`config.mk`:
```
export PLATFORM = sky130hd
export DESIGN_NAME = ref_tap_divider
export DESIGN_NICKNAME = d
export VERILOG_FILES = /design/src/rtl/ref_tap_pkg.sv /design/src/rtl/ref_tap_ctrl.sv /design/src/rtl/ref_tap_path.sv /design/src/rtl/ref_tap_divider.sv
export SDC_FILE = /design/constraint.sdc
export NUM_CORES = 1
export LEC_CHECK = 0
export BUFFER_PORTS_ARGS = -buffer_cell sky130_fd_sc_hd__clkbuf_2
export CORE_ASPECT_RATIO = 1.75
export CORE_MARGIN = 1
export CORE_UTILIZATION = 31
export CTS_BUF_LIST = sky130_fd_sc_hd__clkbuf_2
export CTS_CLUSTER_SIZE = 8
export DETAILED_ROUTE_END_ITERATION = 6
export PLACE_DENSITY_LB_ADDON = 0.25
export SLEW_MARGIN = 0
export SYNTH_ARGS = -nofsm -noshare
export SYNTH_HDL_FRONTEND = slang
export SYNTH_HIERARCHICAL = 1
export SYNTH_SLANG_ARGS = --single-unit
```
`constraint.sdc`:
```
create_clock -name clk -period 3.8 [get_ports clk]
set_input_delay 0.76 -clock clk [delete_from_list [all_inputs] [get_ports clk]]
set_output_delay 0.76 -clock clk [all_outputs]
set_load 0.1 [all_outputs]
```
`src/rtl/ref_tap_pkg.sv`:
```
package ref_tap_pkg;
  // Number of halving stages after the programmable divider.
  localparam int CHAIN_STAGES = 4;
  // One tap after the first stage, plus one after each halving stage.
  localparam int TAP_COUNT    = CHAIN_STAGES + 1;

  // Strobes passed from the counting control to the tap datapath.
  typedef struct packed {
    logic                    run;       // divider enabled this cycle
    logic                    primTick;  // first-stage terminal count
    logic [CHAIN_STAGES-1:0] chain;     // halving chain state
  } refStrobe_t;
endpackage

```
`src/rtl/ref_tap_ctrl.sv`:
```
module ref_tap_ctrl
  import ref_tap_pkg::*;
#(
  parameter int RATIO_W   = 10,
  parameter int MIN_RATIO = 4
) (
  input  logic               clk,
  input  logic               rstN,
  input  logic               powerEn,
  input  logic [RATIO_W-1:0] ratio,
  output refStrobe_t         strobe
);
  localparam logic [RATIO_W-1:0] MIN_V = RATIO_W'(MIN_RATIO);
  localparam logic [RATIO_W-1:0] ONE_V = RATIO_W'(1);

  logic [RATIO_W-1:0]      effRatio;
  logic [RATIO_W-1:0]      lastCount;
  logic [RATIO_W-1:0]      rCnt;
  logic [CHAIN_STAGES-1:0] chain;
  logic                    primTick;

  // Ratios below the minimum are raised to it.
  always_comb begin
    effRatio  = (ratio < MIN_V) ? MIN_V : ratio;
    lastCount = effRatio - ONE_V;
  end

  // A ratio change while running can leave rCnt above the new limit,
  // so the terminal test uses >= and the count wraps at once.
  assign primTick = powerEn && (rCnt >= lastCount);

  always_ff @(posedge clk or negedge rstN) begin
    if (!rstN) begin
      rCnt <= '0;
    end else if (!powerEn) begin
      rCnt <= '0;
    end else if (primTick) begin
      rCnt <= '0;
    end else begin
      rCnt <= rCnt + ONE_V;
    end
  end

  always_ff @(posedge clk or negedge rstN) begin
    if (!rstN) begin
      chain <= '0;
    end else if (!powerEn) begin
      chain <= '0;
    end else if (primTick) begin
      chain <= chain + CHAIN_STAGES'(1);
    end
  end

  assign strobe.run      = powerEn;
  assign strobe.primTick = primTick;
  assign strobe.chain    = chain;

  // the terminal count is never reached below the minimum ratio.
  a_r7_min_ratio: assert property (@(posedge clk) disable iff (!rstN)
    primTick |-> (rCnt >= MIN_V - ONE_V));

  // the chain advances by one on each first-stage pulse.
  a_r3_chain_step: assert property (@(posedge clk) disable iff (!rstN)
    primTick |=> (chain == $past(chain) + CHAIN_STAGES'(1)));

  // the chain holds between first-stage pulses.
  a_r3_chain_hold: assert property (@(posedge clk) disable iff (!rstN)
    (powerEn && !primTick) |=> $stable(chain));

  // power-down clears every counter.
  a_r8_cleared: assert property (@(posedge clk) disable iff (!rstN)
    !powerEn |=> (rCnt == '0 && chain == '0));
endmodule

```
`src/rtl/ref_tap_path.sv`:
```
module ref_tap_path
  import ref_tap_pkg::*;
#(
  parameter int SEL_W = 3
) (
  input  logic             clk,
  input  logic             rstN,
  input  refStrobe_t       strobe,
  input  logic [SEL_W-1:0] mainSel,
  input  logic [SEL_W-1:0] auxSel,
  output logic             mainTick,
  output logic             auxTick
);
  localparam logic [SEL_W-1:0] DEEPEST = SEL_W'(TAP_COUNT - 1);

  logic [TAP_COUNT-1:0] tap;
  logic [SEL_W-1:0]     mainIdx;
  logic [SEL_W-1:0]     auxIdx;

  // Tap k fires on the first-stage pulse that completes 2^k first-stage periods.
  for (genvar k = 0; k < TAP_COUNT; k++) begin : g_tap
    if (k == 0) begin : g_first
      assign tap[k] = strobe.primTick;
    end else begin : g_deep
      assign tap[k] = strobe.primTick && (&strobe.chain[k-1:0]);
    end
  end

  // Codes past the deepest tap choose the deepest tap.
  always_comb begin
    mainIdx = (mainSel > DEEPEST) ? DEEPEST : mainSel;
    auxIdx  = (auxSel  > DEEPEST) ? DEEPEST : auxSel;
  end

  always_ff @(posedge clk or negedge rstN) begin
    if (!rstN) begin
      mainTick <= 1'b0;
      auxTick  <= 1'b0;
    end else if (!strobe.run) begin
      mainTick <= 1'b0;
      auxTick  <= 1'b0;
    end else begin
      mainTick <= tap[mainIdx];
      auxTick  <= tap[auxIdx];
    end
  end

  // no output pulse in the cycle after a disabled edge.
  a_r8_quiet: assert property (@(posedge clk) disable iff (!rstN)
    !strobe.run |=> (!mainTick && !auxTick));

  // main output pulses are one cycle wide.
  a_r10_main_single: assert property (@(posedge clk) disable iff (!rstN)
    mainTick |=> !mainTick);

  // auxiliary output pulses are one cycle wide.
  a_r10_aux_single: assert property (@(posedge clk) disable iff (!rstN)
    auxTick |=> !auxTick);

  // equal selections give equal outputs.
  a_r5_same_tap: assert property (@(posedge clk) disable iff (!rstN)
    (mainSel == auxSel) |=> (mainTick == auxTick));
endmodule

```
`src/rtl/ref_tap_divider.sv`:
```
module ref_tap_divider
  import ref_tap_pkg::*;
#(
  parameter int RATIO_W   = 10,
  parameter int SEL_W     = 3,
  parameter int MIN_RATIO = 4
) (
  input  logic               clk,
  input  logic               rstN,
  input  logic               powerEn,
  input  logic [RATIO_W-1:0] ratio,
  input  logic [SEL_W-1:0]   mainSel,
  input  logic [SEL_W-1:0]   auxSel,
  output logic               mainTick,
  output logic               auxTick
);
  refStrobe_t strobe;

  ref_tap_ctrl #(
    .RATIO_W  (RATIO_W),
    .MIN_RATIO(MIN_RATIO)
  ) u_ctrl (
    .clk    (clk),
    .rstN   (rstN),
    .powerEn(powerEn),
    .ratio  (ratio),
    .strobe (strobe)
  );

  ref_tap_path #(
    .SEL_W(SEL_W)
  ) u_path (
    .clk     (clk),
    .rstN    (rstN),
    .strobe  (strobe),
    .mainSel (mainSel),
    .auxSel  (auxSel),
    .mainTick(mainTick),
    .auxTick (auxTick)
  );
endmodule

```
---- After elaboration in Yosys (flattened, before gate mapping) ----
Cells that the tools add are included.
word-level totals
  register bits after elaboration ......... 16
  input bits .............................. 19
  output and inout port bits .............. 2
  word-level logic and storage cells ...... 35
operators by class
  add/sub/neg operators ................... 3
  $lt $le $gt $ge ......................... 6
  equality and inequality tests ........... 1
  mux-type cells .......................... 13
  reductions and logical operators ........ 8
operator list
  kind                                                                      count
  10-bit 2-to-1 mux                                                         3
  10-bit by 1-bit adder with 10-bit output (second input constant)          1
  10-bit greater-or-equal comparator                                        1
  10-bit by 3-bit < comparator with 1-bit output (second input constant)    1
  10-bit by 1-bit subtractor with 10-bit output (second input constant)     1
  3-bit by 4-bit < comparator with 1-bit output (second input constant)     2
  4-bit 2-to-1 mux                                                          2
  1-bit binary-select mux with 3-bit select                                 2
  3-bit greater-than comparator (second input constant)                     2
  3-bit 2-to-1 mux                                                          2
  1-bit logical AND                                                         5
  4-bit by 1-bit adder with 4-bit output (second input constant)            1
  1-bit 2-to-1 mux                                                          4
  4-bit AND reduction                                                       1
  3-bit AND reduction                                                       1
  2-bit by 1-bit inequality test with 1-bit output (second input constant)  1
  2-bit AND reduction                                                       1

---- Depth between registers and ports, before layout ----
Gate-level depths: netlist (run 1).
  depth in word-level cells ............... 9
  mapped depth ............................ 15

---- Cells and area by module ----
The synthesis (run 1) kept the hierarchy.
modules (own cells, without submodules)
  module        instances  cells an instance  area each (um2)
  ref_tap_ctrl  1          128                1,152.4
  ref_tap_path  1          17                 135.1

---- Worst setup path before layout (run 1) ----
No wires, ideal clock.
  path type ............................... input to register
  start point ............................. input ratio[3]
  end point ............................... register u_path.mainTick
  setup time .............................. 0.080 ns
  arrival time ............................ 3.240 ns
  path slack .............................. 0.480 ns
  stages .................................. 14
  path buffers ............................ 1
  cells stage by stage .................... nor4_1 > nand2_1 > nand2_1 > ha_1 > nand4_1 > xor2_1 > ha_1 > nand4_2 > o311ai_4 > a21oi_2 > nor2b_1 > buf_4 > nand2_1 > nor3_2
on the way
  longest elaborated chain between the ends .. 9
  elaborated cells on any way between the ends .. 12
  those cells by class .................... 1 x add/sub; 2 x order compare; 4 x mux; 5 x reduce/logical
ends and longest elaborated chain
  item                                             line                   text
  start: declaration                               ref_tap_divider.sv:11  input logic [RATIO_W-1:0] ratio,
  10-bit by 3-bit < comparator with 1-bit output   ref_tap_ctrl.sv:24     effRatio = (ratio < MIN_V) ? MIN_V : ratio;
  10-bit 2-to-1 mux *                              ref_tap_ctrl.sv:24
  10-bit by 1-bit subtractor with 10-bit output *  ref_tap_ctrl.sv:25     lastCount = effRatio - ONE_V;
  10-bit greater-or-equal comparator *             ref_tap_ctrl.sv:30     assign primTick = powerEn && (rCnt >= lastCount);
  1-bit logical AND *                              ref_tap_ctrl.sv:30
  named net u_ctrl.primTick                        ref_tap_ctrl.sv:20     logic primTick;
  1-bit logical AND                                ref_tap_path.sv:25     assign tap[k] = strobe.primTick && (&strobe.chain[k-1:0]);
  1-bit binary-select mux with 3-bit select *      ref_tap_path.sv:43     mainTick <= tap[mainIdx];
  1-bit 2-to-1 mux (implied by the code) *         ref_tap_path.sv:43
  1-bit 2-to-1 mux *                               ref_tap_path.sv:39     end else if (!strobe.run) begin
  end signal: assignment                           ref_tap_path.sv:43
  end: declaration                                 ref_tap_path.sv:11     output logic mainTick,
The timed path passes the listed nets; every way through them passes the cells marked *. The select of a mux whose other input is x is not followed.
A chain may end at the register's enable or synchronous reset.

==> metrics.md, run 1 <==
| Metric | Value |
|---|---|
| Vias per cell | `5.25` |
| Count of different cell masters after synthesis | `40` |
| Class of the worst hold path | `input pin to async pin` |
| CTS resizes | `0` |
| Sequential element share of the synthesized area | `0.311` |
| Placer Congestion | `0.901` |
| Vias in the first global route | `1232` |
| Fmax | `0.295 GHz` |
| Worst-skew pair later-pin latency | `0.28 ns` |
| Final period util | `0.892` |
| Mapped Area | `1290 µm²` |
| Slew Limit Fails | `0` |
| Reg2reg setup slack | `1.78 ns` |
| GRT overflow | `0` |
| Core footprint | `3940 µm²` |
| Slowest stage delay, CP | `0.45 ns` |
| Syn Inst Count | `145` |
| DP Area | `1450 µm²` |
| Most frequent CP cell | `nand2_1` |
| Worst VDD drop | `0.000134 V` |
| Asr flop ratio synth | `1.00` |
| CP Class | `input pin to flop` |
| Largest net degree at the start of global routing | `17` |
| Final Cell Area | `1470 µm²` |
| Lkg Pwr | `0.000704 µW` |
| Top-level I/O count | `21` |
| Clk_skew | `0.00651 ns` |
| Post-synth EDFFs | `0` |
| Area growth syn-to-layout | `14.2%` |
| Total die area | `4420 µm²` |
| CP Capture Type | `flop` |
| Min Tclk post-route | `3.39 ns` |
| Synth Warn # | `6` |
| Setup Fix Bufs, Post-CTS | `0` |
| Max clock buf depth | `2` |
| Residual DRC | `0` |
| First-pass GRT wire length | `5070 µm` |
| Ys flop type | `dfrtp_1` |
| Design Power | `336 µW` |
| Flip-flop and latch area | `400 µm²` |
| Final ANT Viol Nets | `0` |
| Syn_nets | `177` |
| Clock-pin slew on the worst setup and hold paths | `0.16 ns` |
| Via count | `1140` |
| Port bufs | `20` |
| Slowest CP cell | `o311ai_4` |
| Max-cap viol count | `0` |
| Initial DRT Pass Iterations | `3` |
| Post-cts hold buffer count | `0` |
| DRT Wirelength | `2960 µm` |
| RSZ-0062 raised after global routing | `false` |
| Antenna cells | `0` |
| Total CTS buffers | `3` |
| Status | `complete, no violations` |
| CP arrival | `3.62 ns` |
| GRT Total Usage | `0.150` |
| FF+latch count, synth | `16` |
| Filler instances | `416` |
| Nature of the critical path startpoint | `input pin` |
| Clk root buf | `clkbuf_2` |
| Die H | `87.3 µm` |
| CTS H-tree lvls | `1` |
| CP required | `4.03 ns` |
| Setup TNS | `0 ns` |
| Die X | `50.7 µm` |
| DR iter-0 viols | `19` |
| WL/cell | `13.6 µm` |
| Final net count | `202` |
| Starting Density | `0.327` |
| Final hold vios | `0` |
| Top cell type's share of synthesized area | `0.311` |
| # rows | `30` |
| Worst Tran Pin Value | `0.539 ns` |
| Initial antenna violation count | `0` |
| Final setup viols | `0` |
| Most common cell in the netlist | `nand2_1` |
| CP Cell Sequence | `clkbuf_2 -> nor4_1 -> nand2_1 -> nand2_1 -> ha_1 -> nand4_1 -> xor2_1 -> ha_1 -> nand4_2 -> o311ai_4 -> a21oi_2 -> nor2b_1 -> nand2_1 -> nor3_2` |
| Largest cells by area after synthesis | `dfrtp_1 (31%), ha_1 (13%), xor2_1 (6.8%)` |
| CTS tree | `done` |
| Syn avg cell area | `8.88 µm²` |
| Slew HR | `0.642` |
| Commonest cells in the netlist | `nand2_1 (21), nor2_1 (20), dfrtp_1 (16)` |
| Crit Path Max Fanout | `6` |
| Final HPWL DP | `2400 µm` |
| PwrDens | `229 nW/µm²` |
| Ratio of cells with drive above 1 in the final layout | `0.207` |
| Post-synth top area cell | `dfrtp_1` |
| Sink Count | `16` |
| Area occupied by multi-input gates | `857 µm²` |
## critical path: cells and delay by family
kind / cells / cell delay [ns]
buffers and inverters: 1 / 0.13
adders and majority gates: 2 / 0.60
xor gates and xnor gates: 1 / 0.19
and+or+nand+nor: 8 / 1.39
AOI/OAI and AO/OA: 2 / 0.56
## placed cells by master, fill, tap and decap left out, drive strengths merged
master | netlist | final
clkbuf | 1 | 23
nand2 | 21 | 21
nor2 | 20 | 20
dfrtp | 16 | 16
ha | 13 | 13
xor2 | 10 | 10
a21oi | 7 | 7
nand4 | 7 | 7
nor3 | 5 | 5
nand3 | 5 | 5
mux2i | 4 | 4
nand2b | 4 | 4
xnor2 | 3 | 3
inv | 3 | 3
buf | 2 | 3
o311ai | 3 | 3
a211o | 2 | 2
nor2b | 2 | 2
nor4 | 2 | 2
o21ai | 2 | 2
clkinv | 0 | 1
o41ai | 1 | 1
and4 | 1 | 1
o211ai | 1 | 1
o311a | 1 | 1
and2 | 1 | 1
and3 | 1 | 1
nand3b | 1 | 1
a32oi | 1 | 1
o31a | 1 | 1
or3 | 1 | 1
a211oi | 1 | 1
a31oi | 1 | 1
o32a | 1 | 1
## sequential cells by signal, summed over array words and instances, names as in the netlist
register	count
u_ctrl/rCnt	10
u_path/mainTick	1
u_ctrl/chain	4
u_path/auxTick	1
## cells by family (layout without fill, tap and decap cells)
logic type,Yosys count,in the layout,share of synthesized area
buf+inv,6,30,0.0233
mux,4,4,0.0311
xor+xnor,13,13,0.0884
fa+ha+maj,13,13,0.126
simple gates,71,71,0.277
flops,16,16,0.311
compound gates,22,22,0.143
## power breakdown
group / switching [µW] / internal, µW
combinational: 42.8 / 31.4
clock: 53.9 / 22.9
sequential: 9.24 / 176
## through the flow
stage / utilization / hold WS [ns] / worst slack [ns] / std cells
2_1_floorplan: - / 0.464 / 0.480 / 145
3_3_place_gp: 0.368 / 0.537 / 0.374 / 213
3_5_place_dp: 0.368 / 0.542 / 0.170 / 213
4_1_cts: 0.373 / 0.360 / 0.475 / 217
5_1_grt: 0.373 / 0.362 / 0.213 / 217
6_report: 0.373 / 0.373 / 0.409 / 217
## path summary, 6_finish.rpt
kind,start,end,depth (start not counted)
max in group asynchronous,rstN,u_ctrl/rCnt[7],1
max reg2reg,u_ctrl/rCnt[0],u_ctrl/chain[1],7
min,rstN,u_ctrl/chain[1],1
min in group clk,u_ctrl/rCnt[0],u_ctrl/rCnt[0],1
max,ratio[3],u_path/mainTick,14
min reg2reg,u_ctrl/rCnt[0],u_ctrl/rCnt[0],1
## final cells by class
type	count	share of cell area
sequential	16	0.272
tap	48	0.0409
multi-input combinational	123	0.583
clock buffer	3	0.0102
clock inverter	1	0.00255
inverter	3	0.00766
timing repair buffer	23	0.0834
## layer usage
metal	GRT usage	up-vias	wire [µm]	part of all wire
li1	-	573	-	-
met1	0.155	532	1230	0.41
met2	0.274	27	1550	0.52
met3	0.0122	8	92	0.031
met4	0.106	0	91	0.031
met5	0	-	0	0
Power figures use the tool's default switching activity.
==> run 2, diff against run 1 <==
- clock period: 3.8 -> 3.6 ns (I/O delays scaled with it)
==> metrics.md, run 2 (synthesis results as in run 1) <==
| Metric | Value |
|---|---|
| First-pass GRT wire length | `5060 µm (was 5070 µm)` |
| Post-cts hold buffer count | `0 (unchanged)` |
| Class of the worst hold path | `input pin to async pin (unchanged)` |
| Max-cap viol count | `0 (unchanged)` |
| Most frequent cells in the layout | `clkbuf_2 (23), nand2_1 (21), nor2_1 (20) (unchanged)` |
| CP Class | `input pin to flop (unchanged)` |
| DRT Wirelength | `3040 µm (was 2960 µm)` |
| Reg2Reg Depth | `7 (unchanged)` |
| Setup Fix Bufs, Post-CTS | `0 (unchanged)` |
| Antenna cells | `0 (unchanged)` |
| Reg2reg setup slack | `1.59 ns (was 1.78 ns)` |
| Cell Count, Final, Fillers Out | `217 (unchanged)` |
| Fmax | `0.303 GHz` |
| Vias in the first global route | `1140 (was 1232)` |
| Final net count | `202 (unchanged)` |
| Sink Count | `16 (unchanged)` |
| Final HPWL DP | `2480 µm (was 2400 µm)` |
| Max reg flops | `10 (unchanged)` |
| CP Capture Type | `flop (unchanged)` |
| Largest net degree at the start of global routing | `17 (unchanged)` |
| Residual DRC | `0 (unchanged)` |
| GRT overflow | `0 (unchanged)` |
| Dpl cells | `213 (unchanged)` |
| CTS resizes | `0 (unchanged)` |
| Starting Density | `0.327 (unchanged)` |
| Crit Path Max Fanout | `6 (unchanged)` |
| Setup TNS | `0 ns (unchanged)` |
| Die H | `87.3 µm (unchanged)` |
| Final hold vios | `0 (unchanged)` |
| Ratio of cells with drive above 1 in the final layout | `0.207 (unchanged)` |
| Slew Limit Fails | `0 (unchanged)` |
| Slew HR | `0.641 (was 0.642)` |
| Vias per cell | `5.39 (was 5.25)` |
| CP arrival | `3.53 ns (was 3.62 ns)` |
| Initial antenna violation count | `0 (unchanged)` |
| Slowest CP cell | `o311ai_4 (unchanged)` |
| Top-level I/O count | `21 (unchanged)` |
| Nature of the critical path startpoint | `input pin (unchanged)` |
| RSZ-0062 raised after global routing | `false (unchanged)` |
| CP required | `3.83 ns (was 4.03 ns)` |
| CP Cell Sequence | `clkbuf_2 -> nor4_1 -> nand2_1 -> nand2_1 -> ha_1 -> nand4_1 -> xor2_1 -> ha_1 -> nand4_2 -> o311ai_4 -> a21oi_2 -> nor2b_1 -> nand2_1 -> nor3_2 (unchanged)` |
| Clk_skew | `0.00999 ns (was 0.00651 ns)` |
| DR iter-0 viols | `19 (unchanged)` |
| Worst VDD drop | `0.000134 V (about the same)` |
| Core footprint | `3940 µm² (unchanged)` |
| Biggest regs | `u_ctrl/rCnt (10), u_ctrl/chain (4) (unchanged)` |
| Max clock buf depth | `2 (unchanged)` |
| Placer Congestion | `0.903 (was 0.901)` |
| Biggest register | `u_ctrl/rCnt (unchanged)` |
| Lkg Pwr | `0.000704 µW (unchanged)` |
| Most frequent CP cell | `nand2_1 (unchanged)` |
| Initial DRT Pass Iterations | `4 (was 3)` |
| PwrDens | `243 nW/µm² (was 229 nW/µm²)` |
| Most common cell after layout, fill and taps aside | `clkbuf_2 (unchanged)` |
| Area growth syn-to-layout | `14.2% (unchanged)` |
| Min Tclk post-route | `3.30 ns` |
| Worst r2r src | `u_ctrl/rCnt[0] (unchanged)` |
| Die X | `50.7 µm (unchanged)` |
| WL/cell | `14.0 µm (was 13.6 µm)` |
| Slowest stage delay, CP | `0.46 ns (was 0.45 ns)` |
| Final ANT Viol Nets | `0 (unchanged)` |
| Via count | `1169 (was 1140)` |
| # rows | `30 (unchanged)` |
| Clk root buf | `clkbuf_2 (unchanged)` |
| Reg2reg end | `u_ctrl/chain[1] (unchanged)` |
| Total CTS buffers | `3 (unchanged)` |
| Port bufs | `20 (unchanged)` |
| CTS tree | `done (unchanged)` |
| Status | `complete, no violations (unchanged)` |
| Clock-pin slew on the worst setup and hold paths | `0.17 ns (was 0.16 ns)` |
| Total die area | `4420 µm² (unchanged)` |
| Worst Tran Pin Value | `0.541 ns (was 0.539 ns)` |
| CTS H-tree lvls | `1 (unchanged)` |
| Final period util | `0.917` |
| Final setup viols | `0 (unchanged)` |
| GRT Total Usage | `0.153 (was 0.150)` |
| Worst-skew pair later-pin latency | `0.29 ns (was 0.28 ns)` |
==> run 2: layout make-up <==
class,count,area [µm²]
fill,415,2470
multi-input combinational,123,857
sequential,16,400
timing repair buffer,23,123
tap,48,60.1
clock buffer,3,15.0
inverter,3,11.3
clock inverter,1,3.75
==> run 2: per-stage QoR <==
| stage | hold WS (ns) | total power, µW | area [µm²] | utilization | setup WS [ns] |
|---|---|---|---|---|---|
| 4_1_cts | 0.309 | 364 | 1470 | 0.373 | 0.354 |
| 6_report | 0.320 | 358 | 1470 | 0.373 | 0.300 |
| 3_5_place_dp | 0.535 | 278 | 1450 | 0.368 | 0.00752 |
| 3_3_place_gp | 0.536 | 273 | 1450 | 0.368 | 0.212 |
| 2_1_floorplan | 0.424 | 244 | 1290 | - | 0.320 |
| 5_1_grt | 0.301 | 384 | 1470 | 0.373 | 0.0698 |
==> run 2: critical path, delay by kind of cell <==
family | cells | cell delay (ns)
compound gates | 2 | 0.57
simple gates | 8 | 1.37
xor+xnor | 1 | 0.17
fa+ha+maj | 2 | 0.57
buf+inv | 1 | 0.12
==> run 2: how the worst max path moves through the flow <==
stage,start,endpoint,slack [ns],cells past startpoint
final,ratio[3],u_path/mainTick,0.30,14
after global routing,ratio[3],u_path/mainTick,0.07,14
after CTS,ratio[3],u_path/mainTick,0.35,14
after detailed placement,ratio[3],u_path/mainTick,0.008,14
after global placement,ratio[3],u_path/mainTick,0.21,14
after floorplan,ratio[3],u_path/mainTick,0.32,14
==> run 2: power by group <==
part,leakage (µW),switching (µW),internal (µW)
Clock,0.0000140,58.9,24.2
Sequential,0.000214,10.1,186
Combinational,0.000476,45.6,33.5
==> run 2: metal layers <==
layer | routed length (µm) | global-route usage
met5 | 0 | 0
met4 | 80 | 0.0884
met3 | 114 | 0.0209
met2 | 1630 | 0.282
met1 | 1220 | 0.159
